<file path="src/rtl/ps2rx_pkg.sv">
package ps2rx_pkg;

    localparam int FRAME_BITS = 11;
    localparam int BYTE_BITS  = 8;

    // Frame as it sits in the shift register once all bits are in:
    // first received bit (start) at the LSB, stop bit at the MSB.
    typedef struct packed {
        logic                 stop;
        logic                 parity;
        logic [BYTE_BITS-1:0] data;
        logic                 start;
    } frame_t;

    typedef struct packed {
        logic bad_start;
        logic bad_parity;
        logic bad_stop;
    } frame_err_t;

    // Parity bit value that makes the count of ones odd.
    function automatic logic odd_parity_bit(input logic [BYTE_BITS-1:0] d);
        return ~(^d);
    endfunction

    function automatic frame_err_t judge_frame(input frame_t f);
        frame_err_t e;
        e.bad_start  = f.start;
        e.bad_parity = (f.parity != odd_parity_bit(f.data));
        e.bad_stop   = ~f.stop;
        return e;
    endfunction

endpackage

</file>
<file path="src/rtl/ps2rx_line_cond.sv">
module ps2rx_line_cond #(
    parameter int SYNC_STAGES = 2,
    parameter int FILT_LEN    = 4
) (
    input  logic clk,
    input  logic rst,
    input  logic clk_line,
    input  logic dat_line,
    output logic fall_pulse,
    output logic dat_sync
);
    localparam int CW = $clog2(FILT_LEN + 1);

    logic [SYNC_STAGES-1:0] c_sh;
    logic [SYNC_STAGES-1:0] d_sh;

    // Synchroniser chain, one flop pair per stage; idle level is high.
    genvar g;
    generate
        for (g = 0; g < SYNC_STAGES; g++) begin : g_sync
            if (g == 0) begin : g_first
                always_ff @(posedge clk) begin
                    if (rst) begin
                        c_sh[g] <= 1'b1;
                        d_sh[g] <= 1'b1;
                    end else begin
                        c_sh[g] <= clk_line;
                        d_sh[g] <= dat_line;
                    end
                end
            end else begin : g_next
                always_ff @(posedge clk) begin
                    if (rst) begin
                        c_sh[g] <= 1'b1;
                        d_sh[g] <= 1'b1;
                    end else begin
                        c_sh[g] <= c_sh[g-1];
                        d_sh[g] <= d_sh[g-1];
                    end
                end
            end
        end
    endgenerate

    logic          c_s;
    logic          filt_q;
    logic [CW-1:0] run_q;

    assign c_s      = c_sh[SYNC_STAGES-1];
    assign dat_sync = d_sh[SYNC_STAGES-1];

    // The filtered level follows the synchronised clock only after
    // FILT_LEN consecutive cycles of disagreement.
    always_ff @(posedge clk) begin
        if (rst) begin
            filt_q     <= 1'b1;
            run_q      <= '0;
            fall_pulse <= 1'b0;
        end else begin
            fall_pulse <= 1'b0;
            if (c_s != filt_q) begin
                if (run_q == CW'(FILT_LEN - 1)) begin
                    filt_q     <= c_s;
                    run_q      <= '0;
                    fall_pulse <= filt_q;
                end else begin
                    run_q <= run_q + 1'b1;
                end
            end else begin
                run_q <= '0;
            end
        end
    end

endmodule

</file>
<file path="src/rtl/ps2rx_assembler.sv">
module ps2rx_assembler
    import ps2rx_pkg::*;
#(
    parameter int TIMEOUT_CYC = 100000
) (
    input  logic   clk,
    input  logic   rst,
    input  logic   fall,
    input  logic   dat,
    output logic   done,
    output frame_t frame
);
    localparam int IW = $clog2(FRAME_BITS + 1);
    localparam int WW = $clog2(TIMEOUT_CYC + 1);

    logic [FRAME_BITS-1:0] sh_q;
    logic [IW-1:0]         idx_q;
    logic [WW-1:0]         wd_q;

    assign frame = frame_t'(sh_q);

    always_ff @(posedge clk) begin
        if (rst) begin
            sh_q  <= '0;
            idx_q <= '0;
            wd_q  <= '0;
            done  <= 1'b0;
        end else begin
            done <= 1'b0;
            if (fall) begin
                sh_q <= {dat, sh_q[FRAME_BITS-1:1]};
                wd_q <= '0;
                if (idx_q == IW'(FRAME_BITS - 1)) begin
                    idx_q <= '0;
                    done  <= 1'b1;
                end else begin
                    idx_q <= idx_q + 1'b1;
                end
            end else if (idx_q != '0) begin
                // Partial frame: drop it if the next edge is too late.
                if (wd_q == WW'(TIMEOUT_CYC - 1)) begin
                    idx_q <= '0;
                    wd_q  <= '0;
                end else begin
                    wd_q <= wd_q + 1'b1;
                end
            end else begin
                wd_q <= '0;
            end
        end
    end

endmodule

</file>
<file path="src/rtl/ps2rx_verdict.sv">
module ps2rx_verdict
    import ps2rx_pkg::*;
(
    input  logic                 clk,
    input  logic                 rst,
    input  logic                 done,
    input  frame_t               frame,
    output logic [BYTE_BITS-1:0] byte_o,
    output logic                 valid_o,
    output logic                 err_o,
    output frame_err_t           kind_o
);
    frame_err_t e;

    assign e = judge_frame(frame);

    always_ff @(posedge clk) begin
        if (rst) begin
            byte_o  <= '0;
            valid_o <= 1'b0;
            err_o   <= 1'b0;
            kind_o  <= '0;
        end else begin
            valid_o <= 1'b0;
            err_o   <= 1'b0;
            kind_o  <= '0;
            if (done) begin
                byte_o  <= frame.data;
                valid_o <= (e == '0);
                err_o   <= (e != '0);
                kind_o  <= e;
            end
        end
    end

endmodule

</file>
<file path="src/rtl/ps2_frame_rx.sv">
module ps2_frame_rx
    import ps2rx_pkg::*;
#(
    parameter int SYNC_STAGES = 2,
    parameter int FILT_LEN    = 4,
    parameter int TIMEOUT_CYC = 100000
) (
    input  logic       clk,
    input  logic       rst,
    input  logic       line_clk_i,
    input  logic       line_dat_i,
    output logic [7:0] rx_byte,
    output logic       rx_valid,
    output logic       rx_err,
    output logic       err_start,
    output logic       err_parity,
    output logic       err_stop
);
    logic       fall;
    logic       dat_s;
    logic       done;
    frame_t     frame;
    frame_err_t kind;

    ps2rx_line_cond #(
        .SYNC_STAGES(SYNC_STAGES),
        .FILT_LEN   (FILT_LEN)
    ) i_cond (
        .clk       (clk),
        .rst       (rst),
        .clk_line  (line_clk_i),
        .dat_line  (line_dat_i),
        .fall_pulse(fall),
        .dat_sync  (dat_s)
    );

    ps2rx_assembler #(
        .TIMEOUT_CYC(TIMEOUT_CYC)
    ) i_asm (
        .clk  (clk),
        .rst  (rst),
        .fall (fall),
        .dat  (dat_s),
        .done (done),
        .frame(frame)
    );

    ps2rx_verdict i_verd (
        .clk    (clk),
        .rst    (rst),
        .done   (done),
        .frame  (frame),
        .byte_o (rx_byte),
        .valid_o(rx_valid),
        .err_o  (rx_err),
        .kind_o (kind)
    );

    assign err_start  = kind.bad_start;
    assign err_parity = kind.bad_parity;
    assign err_stop   = kind.bad_stop;

endmodule

</file>
<file path="config.mk">
export PLATFORM = sky130hd
export DESIGN_NAME = ps2_frame_rx
export DESIGN_NICKNAME = d
export VERILOG_FILES = /design/src/rtl/ps2rx_pkg.sv /design/src/rtl/ps2rx_line_cond.sv /design/src/rtl/ps2rx_assembler.sv /design/src/rtl/ps2rx_verdict.sv /design/src/rtl/ps2_frame_rx.sv
export SDC_FILE = /design/constraint.sdc
export NUM_CORES = 1
export LEC_CHECK = 0
export BUFFER_PORTS_ARGS = -buffer_cell sky130_fd_sc_hd__buf_2
export CAP_MARGIN = 0
export CELL_PAD_IN_SITES_DETAIL_PLACEMENT = 1
export CELL_PAD_IN_SITES_GLOBAL_PLACEMENT = 1
export CORE_ASPECT_RATIO = 0.6
export CORE_UTILIZATION = 43
export CTS_CLUSTER_DIAMETER = 60
export DETAILED_ROUTE_END_ITERATION = 8
export PLACE_DENSITY_LB_ADDON = 0.1
export RECOVER_POWER = 100
export SYNTH_ARGS = -nofsm -noshare
export SYNTH_HDL_FRONTEND = slang
export SYNTH_HIERARCHICAL = 1
export SYNTH_SLANG_ARGS = --single-unit
</file>
<file path="constraint.sdc">
create_clock -name clk -period 2.85 [get_ports clk]
set_input_delay 0.855 -clock clk [delete_from_list [all_inputs] [get_ports clk]]
set_output_delay 0.855 -clock clk [all_outputs]
set_load 0.01 [all_outputs]
</file>
==> run metrics, run 1 <==
Simple-Gate Fraction of Synth Area 22.7%; setup repair bufs after CTS 0; Seq cells post-synth 55; clock latency at the later pin of the worst-skew pair 0.30 ns; crit path launch type input port; CTS Buffer Depth 2; detailed placer's ending HPWL 3570 um; Final Max Slew Viols 0; worst reg2reg startpoint i_cond/fall_pulse; GRT Total Usage 20.4%; Sw Share 20.1%; CTS clk-pin slew, worst paths 0.10 ns; design area 0.00244 mm^2; Final Skew 0.00907 ns; post-route ant nets 0; Iter 0 DRT Violations 47; Arr. time, crit path 2.48 ns; fill count 559; final hold violations 0; Worst Tran Pin Value 0.980 ns; CORE AREA 0.00475 mm^2; DRC Markers 0; Worst EP required 3.06 ns; maximum vdd drop 0.000265 V; setup TNS 0 ns; DP Area 0.00237 mm^2; Inst Count DP 299; initial antenna violation count 0; Net Count, Synth 235; R2R Path End i_asm/wd_q[9]; clock tree from TritonCTS yes; final non-filler cell total 306; post_cts resized 0; Clock Sinks 55; Layout area overhead 9.92%; status completed; Port-buffer cells 16; xor and xnor area share after synthesis 9.24%; NetSw 260 uW; vias per inst 5.31; period utilization 79.7%; via count 1625; max-capacitance violation count 0; synthesized-area fraction occupied by ao, oa, aoi and oai cells 3.89%; CTS Hold Bufs 0; layout cells sized above 1 7.41%; Final Setup Violations 0; hold path endpoint i_cond/dat_sync; Reg area 0.00110 mm^2; logic gate share of total power 1.1%; Hold Path Depth 1; Syn Inst Count 225; internal power 1030 uW; Die Span X 94.8 um; Yosys warnings 6; CTS Buf Count 5; Hold Path Origin i_cond/d_sh[0]; Worst slew margin 34.7%; # diodes 0; Root Driver clkbuf_8; die height 57.7 um; io pins 17; Hold Crit Class reg -> reg; fin nets 253; Tmin final 2.27 ns; row cnt 19; syn avg cell area 9.87 um^2; Routed WL per cell 16.1 um; Crit Path Max Fanout 17; area occupied by multi-input gates 0.00105 mm^2; Seq pwr share 59.7%; largest net degree at the start of global routing 18; Synth cell types 37; R2R depth 4; P per Cell Area 530 mW/mm^2; die area 0.00547 mm^2; vias in the first global route 1692; GP Congestion 0.741; Leak 0.000799 uW; mux cell area share after synthesis 8.56%; f_max 0.440 GHz; sequential-to-total area share from yosys stat 49.6%; Crit. End Element flop; initial core utilization 46.7%; drt total wl 4910 um; Clk pwr share 39.2%; GRT overflow 0; post-synthesis cell area 0.00222 mm^2; Crit Path Class in -> reg; unrepaired setup endpoints after global routing false; post-synthesis adder-cell area fraction 3.38%; # H-tree levels 2; largest family of logic cells by synthesized area simple AND/OR/NAND/NOR gates; flop-to-flop setup slack 0.72 ns; drt pass-1 iters 4; first-pass GRT wire length 8250 um
-- worst max path at each step --
stage                        startpoint        endpoint  slack [ns]  cells past startpoint
final                               rst  i_verd/valid_o        0.58                      4
after CTS                 i_asm/wd_q[0]   i_asm/wd_q[9]        0.73                      5
after global placement              rst  i_asm/wd_q[16]        0.80                      4
after global routing                rst  i_verd/valid_o        0.47                      4
after floorplan                     rst  i_verd/valid_o        1.24                      3
after detailed placement            rst  i_asm/wd_q[14]        0.71                      4
-- cell type report --
cell class	instances	share of cell area (%)
multi-input cells	155	43.2
flip-flops and latches	55	45.1
clock inverters	2	1.54
repair buffers	18	2.87
inverters	8	1.23
well taps	63	3.23
clock buffers	5	2.82
-- layer usage --
layer  part of all wire, %  routed length, um  vias up  global-route usage (%)
met4                   1.6                 79        0                    7.79
met2                    45               2190       30                    33.4
met1                    50               2450      788                    26.4
met3                   3.9                193        9                    4.72
met5                     0                  0        -                       0
li1                      -                  -      798                       -
-- cell families (layout without fill, tap and decap cells) --
kind of cell               after synthesis  in the layout
AOI/OAI and AO/OA                       15             15
adders and majority gates                6              6
and+or+nand+nor                         94             94
xor gates and xnor gates                21             21
buffers and inverters                   15             33
muxes                                   19             19
DFF                                     55             55
-- worst max-delay path: stages --
cell      delay, ns
clkbuf_1       0.45
clkbuf_1       0.65
nand2b_1       0.28
and4bb_1       0.23
-- layout by cell type, fill, tap and decap left out, types with 2 or more instances in the layout --
cell type,instances
o31ai_1,2
buf_2,2
nor4_1,6
inv_1,8
or2_2,4
ha_1,6
nor2b_1,2
nand2b_1,2
xnor2_1,15
mux2i_1,19
nand4_1,5
o21ai_0,5
clkbuf_8,5
xor2_1,4
dfxtp_1,55
nand3_1,6
nor2_1,42
or4_1,2
a21oi_1,6
nand2_1,8
nand3b_1,2
nor4b_1,2
nor3_1,4
clkbuf_1,16
-- per-stage QoR --
step	total power [uW]	hold WS (ns)	util, %	setup slack, ns
after floorplan	798	0.389	-	1.24
after global placement	804	0.396	49.8	0.802
after detailed placement	806	0.404	49.8	0.710
after CTS	1310	0.428	52.0	0.732
after global routing	1340	0.452	51.3	0.469
final	1290	0.428	51.3	0.577
-- flip-flops by register name (all words and copies together) (netlist names), 3 cells and up --
signal / cells
i_verd/kind_o: 3
i_verd/byte_o: 8
i_cond/run_q: 3
i_asm/wd_q: 17
i_asm/frame: 11
i_asm/idx_q: 4
-- power by group through the flow --
stage | clock network [uW] | logic, uW | registers, uW
3_3_place_gp | 0 | 14.1 | 790
6_report | 507 | 14.3 | 772
3_5_place_dp | 0 | 15.7 | 790
4_1_cts | 520 | 15.5 | 772
2_1_floorplan | 0 | 8.12 | 790
5_1_grt | 553 | 15.8 | 773
-- cell usage after synthesis --
master	instances	area (um^2)
or2_0	1	6.26
nand3b_1	2	15.0
nor3b_1	1	7.51
nor3_1	4	20.0
a21oi_1	6	30.0
xnor2_2	1	16.3
dfxtp_1	55	1100
clkbuf_1	5	18.8
mux2i_1	19	190
ha_1	6	75.1
and4_2	1	10.0
o21ai_0	5	25.0
nor4b_1	1	8.76
and3b_1	1	8.76
or4_1	2	15.0
nand2_1	8	30.0
a31oi_1	1	6.26
nand4_4	1	21.3
nor2b_1	2	12.5
and4_1	1	8.76
or2_2	4	25.0
and4bb_1	1	12.5
buf_2	2	10.0
nand2b_1	2	12.5
nor4b_2	1	15.0
nor4_1	6	37.5
and4bb_2	1	12.5
o31ai_1	2	15.0
nand4_1	5	31.3
inv_1	8	30.0
xor2_1	4	35.0
or3_1	1	6.26
xnor2_1	15	131
nand3_1	6	30.0
nor2_1	42	158
a211o_2	1	10.0
xnor3_1	1	22.5
(Power assumes the default switching activity.)
==> inputs of run 2 (changes only) <==
Settings changed: CORE_UTILIZATION 43 to 41.
Clock period 2.85 ns to 1.9 ns, I/O delays scaled along.
==> run metrics, run 2 (synthesis gave the netlist of run 1 again) <==
status completed; f_max 0.582 GHz; uppermost layer routed met4; Hold Crit Class reg -> reg; GRT overflow 0 (unchanged); Leak 0.000840 uW (+5.1%); internal power 1590 uW (+54%); Die Span X 97.0 um (+2.4%); # H-tree levels 2 (unchanged); period utilization 90.5%; Crit. End Element flop; final hold violations 0 (unchanged); flop-to-flop setup slack 0.18 ns (-0.54 ns); Iter 0 DRT Violations 50 (+6.4%); Sw Share 19.9% (-0.23 points); design area 0.00250 mm^2 (+2.4%); CTS Hold Bufs 0 (unchanged); vias in the first global route 1460 (-14%); Final Max Slew Viols 0 (unchanged); Clk pwr share 40.6% (+1.4 points); maximum vdd drop 0.000464 V (+75%); layout cells sized above 1 9.68% (+2.3 points); die height 59.0 um (+2.3%); Worst slew margin 60.3% (+26 points); Port-buffer cells 16 (unchanged); detailed placer's ending HPWL 3320 um (-6.8%); Inst Count DP 306 (+2.3%); Final Setup Violations 0 (unchanged); met3 wire len 157 um (-19%); Hold Path Origin i_cond/c_sh[0]; R2R Path End i_asm/wd_q[6]; via count 1601 (-1.5%); vias per inst 5.10 (-4.0%); met2 wire length 1640 um (-25%); Root Driver clkbuf_8; CTS Buffer Depth 2 (unchanged); setup TNS 0 ns (unchanged); max reg flops 17 (unchanged); Design Power 1990 uW (+54%); post-route ant nets 0 (unchanged); clock latency at the later pin of the worst-skew pair 0.31 ns (about the same); Hold Path Depth 1 (unchanged); Crit Path Max Fanout 17 (unchanged); initial core utilization 43.3% (-3.4 points); Seq pwr share 58.3% (-1.4 points); Clock Sinks 55 (unchanged); row cnt 20 (+1); first-pass GRT wire length 7670 um (-7.0%); Metal-1 WL 2710 um (+11%); initial antenna violation count 0 (unchanged); unrepaired setup endpoints after global routing false; drt pass-1 iters 4 (unchanged); Arr. time, crit path 1.92 ns (-0.56 ns); GP Congestion 0.740 (-0.12%); Top reg by flops i_asm/wd_q; CTS Buf Count 5 (unchanged); R2R depth 6 (+2); final non-filler cell total 314 (+2.6%); Layout area overhead 12.6%; P per Cell Area 795 mW/mm^2 (+50%); largest net degree at the start of global routing 18 (unchanged); Routed WL per cell 14.5 um (-9.7%); GRT Total Usage 17.5% (-2.9 points); max-capacitance violation count 0 (unchanged); DRC Markers 0 (unchanged); most frequent cells in the layout 55 x dfxtp_1, 42 x nor2_1, 19 x mux2i_1, 15 x xnor2_1, 15 x clkbuf_1; commonest non-fill, non-tap cell in the layout dfxtp_1; Worst Tran Pin Value 0.596 ns (-0.384 ns); logic gate share of total power 1.1% (about the same); CORE AREA 0.00513 mm^2 (+7.9%); crit path launch type flop; # diodes 0 (unchanged); NetSw 395 uW (+52%); DP Area 0.00241 mm^2 (+2.0%); die area 0.00572 mm^2 (+4.7%); Crit Path Class reg -> reg; worst reg2reg startpoint i_asm/wd_q[0]; setup repair bufs after CTS 0 (unchanged); io pins 17 (unchanged); hold path endpoint i_cond/c_s; clock tree from TritonCTS yes; Final Skew 0.00596 ns (-0.00311 ns); CTS clk-pin slew, worst paths 0.10 ns (about the same); fin nets 257 (+1.6%); Worst EP required 2.10 ns (-0.96 ns); drt total wl 4550 um (-7.4%); Tmin final 1.72 ns
==> run 2: cell types whose count changed in the layout (fill, tap and decap cells not counted) <==
cell / before / now
buf_4: 0 / 3
o21ai_0: 5 / 4
o21ai_1: 0 / 1
clkbuf_1: 16 / 15
buf_12: 0 / 1
clkbuf_2: 0 / 1
clkbuf_8: 5 / 6
clkinv_2: 0 / 1
clkinvlp_4: 1 / 0
==> run 2: how the worst max path moves through the flow <==
| stage | slack (ns) | start | end |
|---|---|---|---|
| 2_1_floorplan | 0.30 | i_asm/wd_q[0] | i_asm/wd_q[10] |
| 3_3_place_gp | 0.27 | i_asm/wd_q[0] | i_asm/wd_q[16] |
| 3_5_place_dp | 0.21 | i_asm/wd_q[0] | i_asm/idx_q[1] |
| 4_1_cts | 0.19 | i_asm/wd_q[0] | i_asm/idx_q[1] |
| 5_1_grt | 0.04 | i_asm/wd_q[0] | i_asm/wd_q[14] |
| 6_report | 0.18 | i_asm/wd_q[0] | i_asm/wd_q[6] |
==> run 2: per-layer routing <==
| layer | vias to the layer above | GRT usage (%) |
|---|---|---|
| met5 | - | 0 |
| met3 | 7 | 4.25 |
| met1 | 756 | 27.4 |
| li1 | 814 | - |
| met4 | 0 | 5.12 |
| met2 | 24 | 23.2 |
==> run 2: worst max-delay path, cell delays in order (launching register included) <==
cell      delay (ns)
dfxtp_1         0.43
ha_1            0.27
and4_1          0.29
nand4_1         0.20
nand3b_1        0.20
buf_12          0.17
nor2_1          0.06
==> run 2: power groups by stage <==
| stage | sequential (uW) | combinational [uW] | clock [uW] |
|---|---|---|---|
| CTS | 1160 | 25.1 | 823 |
| finish | 1160 | 22.5 | 806 |
| global route | 1160 | 25.7 | 874 |
| detailed placement | 1180 | 25.1 | 0 |
| global placement | 1180 | 25.0 | 0 |
| floorplan | 1180 | 12.2 | 0 |
==> run 2: layout make-up <==
type	count	area, um^2
clock buffers	6	82.6
clock inverters	2	35.0
fillers	584	2630
inverters	8	30.0
multi-input cells	155	1050
flip-flops and latches	55	1100
well taps	66	82.6
repair buffers	22	114
==> run 2: repair_timing <==
action,in CTS,in global routing
setup endpoints to repair,0,1
gates resized for setup,0,1
endpoints found under the hold margin,0,0
==> run 2: metrics by stage <==
stage / worst slack [ns] / util, % / hold slack [ns]
finish: 0.181 / 48.7 / 0.421
floorplan: 0.302 / - / 0.389
detailed placement: 0.215 / 47.0 / 0.399
global placement: 0.272 / 47.0 / 0.394
global route: 0.0396 / 48.7 / 0.428
CTS: 0.194 / 49.3 / 0.424
